$ cat src/rtl/irq_presenter_pkg.sv
package irq_presenter_pkg;

    localparam int PRIO_W = 8;
    localparam int SRC_W  = 24;
    localparam int WORD_W = PRIO_W + SRC_W;
    localparam int OP_W   = 3;

    typedef logic [PRIO_W-1:0] prio_t;
    typedef logic [SRC_W-1:0]  src_t;

    typedef enum logic [OP_W-1:0] {
        OP_ACCEPT   = 3'd0,
        OP_POLL     = 3'd1,
        OP_SET_PRIO = 3'd2,
        OP_SET_IPI  = 3'd3,
        OP_EOI      = 3'd4
    } op_e;

    typedef struct packed {
        prio_t cur_prio;
        src_t  src;
    } status_t;

    typedef struct packed {
        status_t st;
        prio_t   pend;
        prio_t   ipi;
        logic    line;
    } core_t;

    typedef struct packed {
        logic    rd_v;
        status_t rd_word;
        prio_t   rd_ipi;
        logic    rej;
        src_t    rej_src;
        logic    eoi;
        src_t    eoi_src;
        logic    resend;
    } outb_t;

    localparam prio_t PRIO_NONE = '1;
    localparam src_t  IPI_SRC   = src_t'(2);
    localparam src_t  SRC_NONE  = '0;

    localparam core_t CORE_RST = '{st: '0, pend: PRIO_NONE, ipi: PRIO_NONE, line: 1'b0};

    // Numerically lower priority is the more favoured one.
    function automatic logic beats(prio_t a, prio_t b);
        return a < b;
    endfunction

endpackage

$ cat src/rtl/irq_presenter_slot_arb.sv
module irq_presenter_slot_arb
    import irq_presenter_pkg::*;
(
    input  prio_t cur_prio,
    input  logic  busy,
    input  prio_t pend_prio,
    input  prio_t cand_prio,
    output logic  take,
    output logic  displace
);
    // A candidate wins the slot when it beats the running priority and
    // strictly beats whatever already sits in the slot.
    always_comb begin
        take     = beats(cand_prio, cur_prio) && !(busy && !beats(cand_prio, pend_prio));
        displace = take && busy;
    end
endmodule

$ cat src/rtl/irq_presenter_regs.sv
module irq_presenter_regs #(
    parameter type T   = logic,
    parameter T    RST = '0
) (
    input  logic clk,
    input  logic rst,
    input  T     d,
    output T     q
);
    always_ff @(posedge clk) begin
        if (rst) q <= RST;
        else     q <= d;
    end
endmodule

$ cat src/rtl/irq_presenter.sv
module irq_presenter
    import irq_presenter_pkg::*;
(
    input  logic              clk,
    input  logic              rst,
    input  logic              offer_valid,
    input  logic [SRC_W-1:0]  offer_src,
    input  logic [PRIO_W-1:0] offer_prio,
    input  logic              cmd_valid,
    input  logic [OP_W-1:0]   cmd_op,
    input  logic [WORD_W-1:0] cmd_wdata,
    output logic              rd_valid,
    output logic [WORD_W-1:0] rd_word,
    output logic [PRIO_W-1:0] rd_ipi,
    output logic              irq_out,
    output logic              reject_stb,
    output logic [SRC_W-1:0]  reject_src,
    output logic              eoi_stb,
    output logic [SRC_W-1:0]  eoi_src,
    output logic              resend_stb
);
    core_t   c, n;
    outb_t   o_d, o_q;
    op_e     op;
    status_t w_st;
    prio_t   w_prio;
    logic    busy;
    prio_t   ipi_cur, ipi_cand;
    logic    off_take, off_disp, ipi_take, ipi_disp;

    assign op     = op_e'(cmd_op);
    assign w_st   = status_t'(cmd_wdata);
    assign w_prio = cmd_wdata[PRIO_W-1:0];
    assign busy   = (c.st.src != SRC_NONE);

    // IPI arbitration sees the priority that is in force after the command.
    always_comb begin
        ipi_cand = c.ipi;
        ipi_cur  = c.st.cur_prio;
        if (cmd_valid) begin
            unique case (op)
                OP_SET_IPI:  ipi_cand = w_prio;
                OP_SET_PRIO: ipi_cur  = w_prio;
                OP_EOI:      ipi_cur  = w_st.cur_prio;
                default: ;
            endcase
        end
    end

    irq_presenter_slot_arb u_offer_arb (
        .cur_prio (c.st.cur_prio),
        .busy     (busy),
        .pend_prio(c.pend),
        .cand_prio(offer_prio),
        .take     (off_take),
        .displace (off_disp)
    );

    irq_presenter_slot_arb u_ipi_arb (
        .cur_prio (ipi_cur),
        .busy     (busy),
        .pend_prio(c.pend),
        .cand_prio(ipi_cand),
        .take     (ipi_take),
        .displace (ipi_disp)
    );

    always_comb begin
        n   = c;
        o_d = '0;
        if (cmd_valid) begin
            unique case (op)
                OP_ACCEPT: begin
                    o_d.rd_v        = 1'b1;
                    o_d.rd_word     = c.st;
                    o_d.rd_ipi      = c.ipi;
                    n.line          = 1'b0;
                    n.st.cur_prio   = c.pend;
                    n.st.src        = SRC_NONE;
                    n.pend          = PRIO_NONE;
                end
                OP_POLL: begin
                    o_d.rd_v    = 1'b1;
                    o_d.rd_word = c.st;
                    o_d.rd_ipi  = c.ipi;
                end
                OP_SET_PRIO: begin
                    n.st.cur_prio = w_prio;
                    if (beats(w_prio, c.st.cur_prio)) begin
                        if (busy && !beats(c.pend, w_prio)) begin
                            o_d.rej     = 1'b1;
                            o_d.rej_src = c.st.src;
                            n.st.src    = SRC_NONE;
                            n.pend      = PRIO_NONE;
                            n.line      = 1'b0;
                        end
                    end else if (!busy) begin
                        o_d.resend = 1'b1;
                        if (ipi_take) begin
                            n.st.src = IPI_SRC;
                            n.pend   = ipi_cand;
                            n.line   = 1'b1;
                        end
                    end
                end
                OP_SET_IPI: begin
                    n.ipi = w_prio;
                    if (ipi_take) begin
                        if (ipi_disp) begin
                            o_d.rej     = 1'b1;
                            o_d.rej_src = c.st.src;
                        end
                        n.st.src = IPI_SRC;
                        n.pend   = ipi_cand;
                        n.line   = 1'b1;
                    end
                end
                OP_EOI: begin
                    n.st.cur_prio = w_st.cur_prio;
                    o_d.eoi       = 1'b1;
                    o_d.eoi_src   = w_st.src;
                    if (!busy) begin
                        o_d.resend = 1'b1;
                        if (ipi_take) begin
                            n.st.src = IPI_SRC;
                            n.pend   = ipi_cand;
                            n.line   = 1'b1;
                        end
                    end
                end
                default: ;
            endcase
        end else if (offer_valid) begin
            if (off_take) begin
                if (off_disp) begin
                    o_d.rej     = 1'b1;
                    o_d.rej_src = c.st.src;
                end
                n.st.src = offer_src;
                n.pend   = offer_prio;
                n.line   = 1'b1;
            end else begin
                o_d.rej     = 1'b1;
                o_d.rej_src = offer_src;
            end
        end
    end

    irq_presenter_regs #(.T(core_t), .RST(CORE_RST)) u_core_q (
        .clk(clk), .rst(rst), .d(n), .q(c)
    );

    irq_presenter_regs #(.T(outb_t), .RST(outb_t'('0))) u_outb_q (
        .clk(clk), .rst(rst), .d(o_d), .q(o_q)
    );

    assign rd_valid   = o_q.rd_v;
    assign rd_word    = o_q.rd_word;
    assign rd_ipi     = o_q.rd_ipi;
    assign irq_out    = c.line;
    assign reject_stb = o_q.rej;
    assign reject_src = o_q.rej_src;
    assign eoi_stb    = o_q.eoi;
    assign eoi_src    = o_q.eoi_src;
    assign resend_stb = o_q.resend;

    AST_LINE_TRACKS_SRC: assert property (@(posedge clk) disable iff (rst)
        irq_out == (c.st.src != SRC_NONE));

    AST_RESET_STATE: assert property (@(posedge clk) disable iff (rst)
        $fell(rst) |-> (c == CORE_RST && !irq_out && !reject_stb && !resend_stb));

    AST_LOW_OFFER_REJECTED: assert property (@(posedge clk) disable iff (rst)
        (offer_valid && !cmd_valid && !beats(offer_prio, c.st.cur_prio))
        |=> (reject_stb && reject_src == $past(offer_src) && irq_out == $past(irq_out)));

    AST_ACCEPT_DROPS: assert property (@(posedge clk) disable iff (rst)
        (cmd_valid && cmd_op == OP_ACCEPT)
        |=> (!irq_out && rd_valid && rd_word == $past(c.st) && c.st.src == SRC_NONE));

    AST_EOI_ECHO: assert property (@(posedge clk) disable iff (rst)
        (cmd_valid && cmd_op == OP_EOI)
        |=> (eoi_stb && eoi_src == $past(cmd_wdata[SRC_W-1:0])
             && c.st.cur_prio == $past(cmd_wdata[WORD_W-1:SRC_W])));

    AST_POLL_QUIET: assert property (@(posedge clk) disable iff (rst)
        (cmd_valid && cmd_op == OP_POLL)
        |=> (c == $past(c) && rd_valid && !reject_stb && !resend_stb && !eoi_stb));

endmodule

$ cat config.mk
export PLATFORM = sky130hd
export DESIGN_NAME = irq_presenter
export DESIGN_NICKNAME = d
export VERILOG_FILES = /design/src/rtl/irq_presenter_pkg.sv /design/src/rtl/irq_presenter_slot_arb.sv /design/src/rtl/irq_presenter_regs.sv /design/src/rtl/irq_presenter.sv
export SDC_FILE = /design/constraint.sdc
export NUM_CORES = 1
export LEC_CHECK = 0
export BUFFER_PORTS_ARGS = -buffer_cell sky130_fd_sc_hd__clkbuf_2
export CORE_ASPECT_RATIO = 0.75
export CORE_UTILIZATION = 55
export CTS_CLUSTER_SIZE = 25
export DETAILED_ROUTE_END_ITERATION = 7
export PLACE_DENSITY = 0.81
export SLEW_MARGIN = 20
export SYNTH_ARGS = -nofsm -noshare
export SYNTH_HDL_FRONTEND = slang
export SYNTH_HIERARCHICAL = 1
export SYNTH_SLANG_ARGS = --single-unit
$ cat constraint.sdc
create_clock -name clk -period 5.47 [get_ports clk]
set_clock_uncertainty 0.05 [all_clocks]
set_input_delay 0.547 -clock clk [delete_from_list [all_inputs] [get_ports clk]]
set_output_delay 0.547 -clock clk [all_outputs]
set_load 0.1 [all_outputs]
Word level (Yosys, flattened, before mapping)
Cells that the tools add are included.
W data, S select, Z words.
{"block": "word_totals", "reg_bits": 141, "inputBits": 71, "out_inout_bits": 93, "elab_cells": 87}
{"block": "op_classes", "magnitude_cmp": 6, "n_eq_ne": 6, "n_mux": 35, "bitwise": 3, "n_reduce_logical": 23}
{"op": "$mux W25", "count": 9}
{"op": "$mux W32", "count": 7}
{"op": "$pmux W32 S4", "count": 1}
{"op": "$pmux W25 S2", "count": 1}
{"op": "$lt A8 B8 Y1", "count": 6}
{"op": "$mux W41", "count": 1}
{"op": "$mux W8", "count": 3}
{"op": "$pmux W8 S3", "count": 1}
{"op": "$reduce_bool A24 Y1", "count": 1}
{"op": "$pmux W8 S2", "count": 1}
{"op": "$mux W1", "count": 9}
{"op": "$logic_and A1 B1 Y1", "count": 7}
{"op": "$eq A3 B2 Y1 const B", "count": 2}
{"op": "$reduce_or A3 Y1", "count": 2}
{"op": "$logic_not A1 Y1", "count": 5}
{"op": "$ne A5 B1 Y1 const B", "count": 1}
{"op": "$ne A4 B4 Y1 const B", "count": 1}
{"op": "$pmux W1 S4", "count": 1}
{"op": "$reduce_and A4 Y1", "count": 1}
{"op": "$reduce_bool A2 Y1", "count": 2}
{"op": "$reduce_or A2 Y1", "count": 2}
{"op": "$eq A3 B1 Y1 const B", "count": 1}
{"op": "$eq A3 B3 Y1 const B", "count": 1}
{"op": "$logic_not A3 Y1", "count": 1}
{"op": "other kinds (4)", "count": 6}

Logic depth before layout (Yosys ltp)
{"block": "logic_depth", "word_depth": 13, "ltp_mapped": 20, "ltp_nobuf": 17}

Hierarchy
Netlist, hierarchy kept.
{"module": "irq_presenter", "instances": 1, "cells_per_inst": 445, "area_each_um2": 2712.6}
{"module": "irq_presenter_regs (u_outb_q)", "instances": 1, "cells_per_inst": 194, "area_each_um2": 2523.7}
{"module": "irq_presenter_regs (u_core_q)", "instances": 1, "cells_per_inst": 103, "area_each_um2": 1326.3}
{"module": "irq_presenter_slot_arb", "instances": 2, "cells_per_inst": 49, "area_each_um2": 365.4}

Worst setup path after synthesis
Ideal clock, no wire load.
{"block": "synth_timing", "path_kind": "input to register", "start": "input port cmd_op[2]", "end": "register u_core_q/q[15] (netlist name)", "setup_ps": 120, "t_arrival_ps": 3843, "required_time_ps": 5300, "slack_ps": 1457, "stages": 19, "n_path_buf": 4, "cell_sequence": "buf_2 nor2b_1 clkbuf_1 o21ai_1 a22o_1 inv_1 ha_1 a211oi_1 o21a_1 o21ai_0 a21oi_1 inv_1 nor3_1 buf_2 buf_4 nor2_1 a311oi_1 o22ai_1 or2_1"}
{"item": "from (decl)", "line_no": "irq_presenter.sv:10", "text": "input logic [OP_W-1:0] cmd_op,"}
{"item": "to (signal assigned)", "line_no": "irq_presenter_regs.sv:11", "text": "if (rst) q <= RST;"}
{"item": "to (signal assigned)", "line_no": "irq_presenter_regs.sv:12", "text": "else q <= d;"}
{"item": "to (decl)", "line_no": "irq_presenter_regs.sv:8", "text": "output T q"}

==> results.json <==
{
  "outcome": "completed",
  "placedInstanceArea_um2": 8100,
  "grt.overflow.total": 0,
  "period_minus_slack_ps": 4500,
  "worst-slew-pin-transition_ps": 931,
  "vias": 6653,
  "ys_top_cells_by_area": "dfxtp_1 (39%), nor2b_1 (11%), ha_1 (7.2%), and2_1 (4.5%), a22o_1 (3.8%)",
  "grt_max_degree": 73,
  "drt-wirelength-per-cell_um": 17.6,
  "endpoint_kind": "flip-flop",
  "yosysTopAreaCell": "dfxtp_1",
  "ios": 164,
  "ctsLongestPathBuffers": 2,
  "initial_core_util_pct": 56.2,
  "setup_tns_ps": 0,
  "final-hold-violation-count": 0,
  "htreeDepth": 4,
  "vias_per_cell": 5.72,
  "drv_cap": 0,
  "crit_fanout": 23,
  "synth_cell_types": 52,
  "arrival_ps": 4730,
  "cts_made_buffers": 17,
  "synth-edff-count": 0,
  "hold_class": "in2reg",
  "synth.most_common_cell": "dfxtp_1",
  "power_density_nw_per_um2": 315,
  "nets": 1093,
  "yosys_warnings": 6,
  "core_um2": 13000,
  "clock-root-buffer": "clkbuf_16",
  "first_pass_iters": 6,
  "ir_drop_mv": 0.245,
  "syn_area_um2": 7290,
  "die_w_um": 135,
  "maxSlewViolCount": 0,
  "synth-seq-cells": 141,
  "final_cell_area_um2": 8690,
  "grt_pass1_vias": 6091,
  "p_leak_uw": 0.00384,
  "rows": 36,
  "synth-seq-area-share_pct": 38.7,
  "worstPathRequired_ps": 5700,
  "area_growth_pct": 19.2,
  "syn_nets": 953,
  "synth_area_per_cell_um2": 8.68,
  "post_cts_buffers": 0,
  "rsz0062_at_grt": "no",
  "critical_path_class": "in2reg",
  "cts_hold_buf": 0,
  "gp_congestion": 0.957,
  "cts_tree": "yes",
  "worst_setup_path_start_kind": "input pin",
  "antenna_found_initial": 0,
  "dieArea_um2": 13700,
  "synth.top_cell.area_share_pct": 38.7,
  "layout-drive-gt1-share_pct": 24.2,
  "grt_pass1_wl_um": 31500,
  "total_power_uw": 2730,
  "grt_usage_pct": 30.1,
  "antennaDiodeCount": 0,
  "ant_nets": 0,
  "synthCells": 840,
  "cts_sinks": 141,
  "setup_ws_ps": 969,
  "max-slew-margin-rel_pct": 38.0,
  "io_buffers": 163,
  "die_h_um": 102,
  "clock_latency_ps": 420,
  "wl_um": 20500,
  "ys_top_cells_by_count": "dfxtp_1 (141), nor2b_1 (128), nand2_1 (69)",
  "dpl.hpwl_um": 14400,
  "setup_violations": 0,
  "cts_resized": 0,
  "post-place-ws_ps": 374,
  "clk_pin_slew_ps": 60,
  "post-route-period-util_pct": 82.3,
  "drc": 0,
  "drt_iter0_markers": 558,
  "fmaxAchievable_mhz": 222,
  "synth_flop_cell": "dfxtp_1",
  "async_reset_ff_share_pct": 0
}
-- logic make-up after synthesis --
logic type	Yosys count	share of synthesized area [%]
adders and majority gates	42	7.21
muxes	16	2.47
buffers and inverters	103	6.97
and+or+nand+nor	353	26.7
AOI/OAI and AO/OA	185	17.9
DFF	141	38.7
-- per-layer routing --
layer | part of all wire, % | track usage, % | vias up
li1 | - | - | 3159
met4 | 2.5 | 12.7 | 0
met1 | 44 | 40.8 | 3073
met2 | 43 | 46.0 | 375
met5 | 0 | 0 | -
met3 | 10 | 7.26 | 46
-- final cells by class --
class | count | area [um^2]
Fill cell | 1066 | 4280
Inverter | 50 | 188
Tap cell | 171 | 214
Multi-Input combinational cell | 596 | 3980
Timing Repair Buffer | 174 | 901
Clock buffer | 20 | 447
Sequential cell | 141 | 2820
Clock inverter | 12 | 138
-- report_power, final --
group | total [uW] | switching, uW | leakage (uW) | internal (uW)
Sequential | 1090 | 37.6 | 0.00114 | 1060
Combinational | 506 | 333 | 0.00242 | 174
Clock | 1130 | 447 | 0.000281 | 687
Total | 2730 | 817 | 0.00384 | 1920
-- sequential cells by signal, indices dropped and copies added, names as in the netlist --
name        count
u_outb_q/q     92
u_core_q/q     49
-- metrics by stage --
step           instances  hold slack (ps)  utilization, %
2_1_floorplan        840              502               -
3_3_place_gp        1132              530            62.4
3_5_place_dp        1132              531            62.4
4_1_cts             1164              381            66.9
5_1_grt             1164              398            67.0
6_report            1164              390            67.0
-- worst max-delay path, cell delays in order --
cell	delay [ps]
clkbuf_2	310
nor2b_1	690
o21ai_1	380
a22o_1	270
inv_1	60
ha_1	240
a211oi_1	260
o21a_1	150
o21ai_0	100
a21oi_1	260
inv_1	110
nor3_2	260
nand2_1	150
a31oi_4	660
a21oi_1	90
nor2b_1	170
-- worst paths after layout --
check / endpoint / depth (start not counted) / from / slack, ps
worst max-delay path: u_core_q/q[33]$_SDFF_PP0_ / 16 / cmd_op[2] / 970
worst min-delay path: u_outb_q/q[10]$_SDFF_PP0_ / 3 / cmd_wdata[9] / 390
worst min register to register: u_core_q/q[0]$_SDFF_PP0_ / 2 / u_core_q/q[0]$_SDFF_PP0_ / 540
worst max register to register: u_outb_q/q[41]$_SDFF_PP0_ / 10 / u_core_q/q[17]$_SDFF_PP0_ / 1600
-- cell usage in the layout, fill, tap and decap left out, types with 3 or more instances in the layout --
master       n
nor4_1      13
nor3_2       3
nor2b_1    128
clkinv_4     4
a31oi_1      8
nand2_1     69
inv_1       50
a211oi_1    14
nand4_1      5
o22ai_1     15
a311oi_1     7
a22oi_1      8
o211ai_1     5
clkbuf_2   162
nand3_1      3
clkbuf_16   17
ha_1        42
a22o_1      32
nor2_1      33
o21ai_0     24
buf_4       12
mux2_2      16
o21a_1       9
dfxtp_1    141
and2_1      52
or2_2        6
nor3_1      19
or2_1       10
a21oi_1     44
nand2b_1     4
Note: power is estimated with default switching activity, not from simulation.
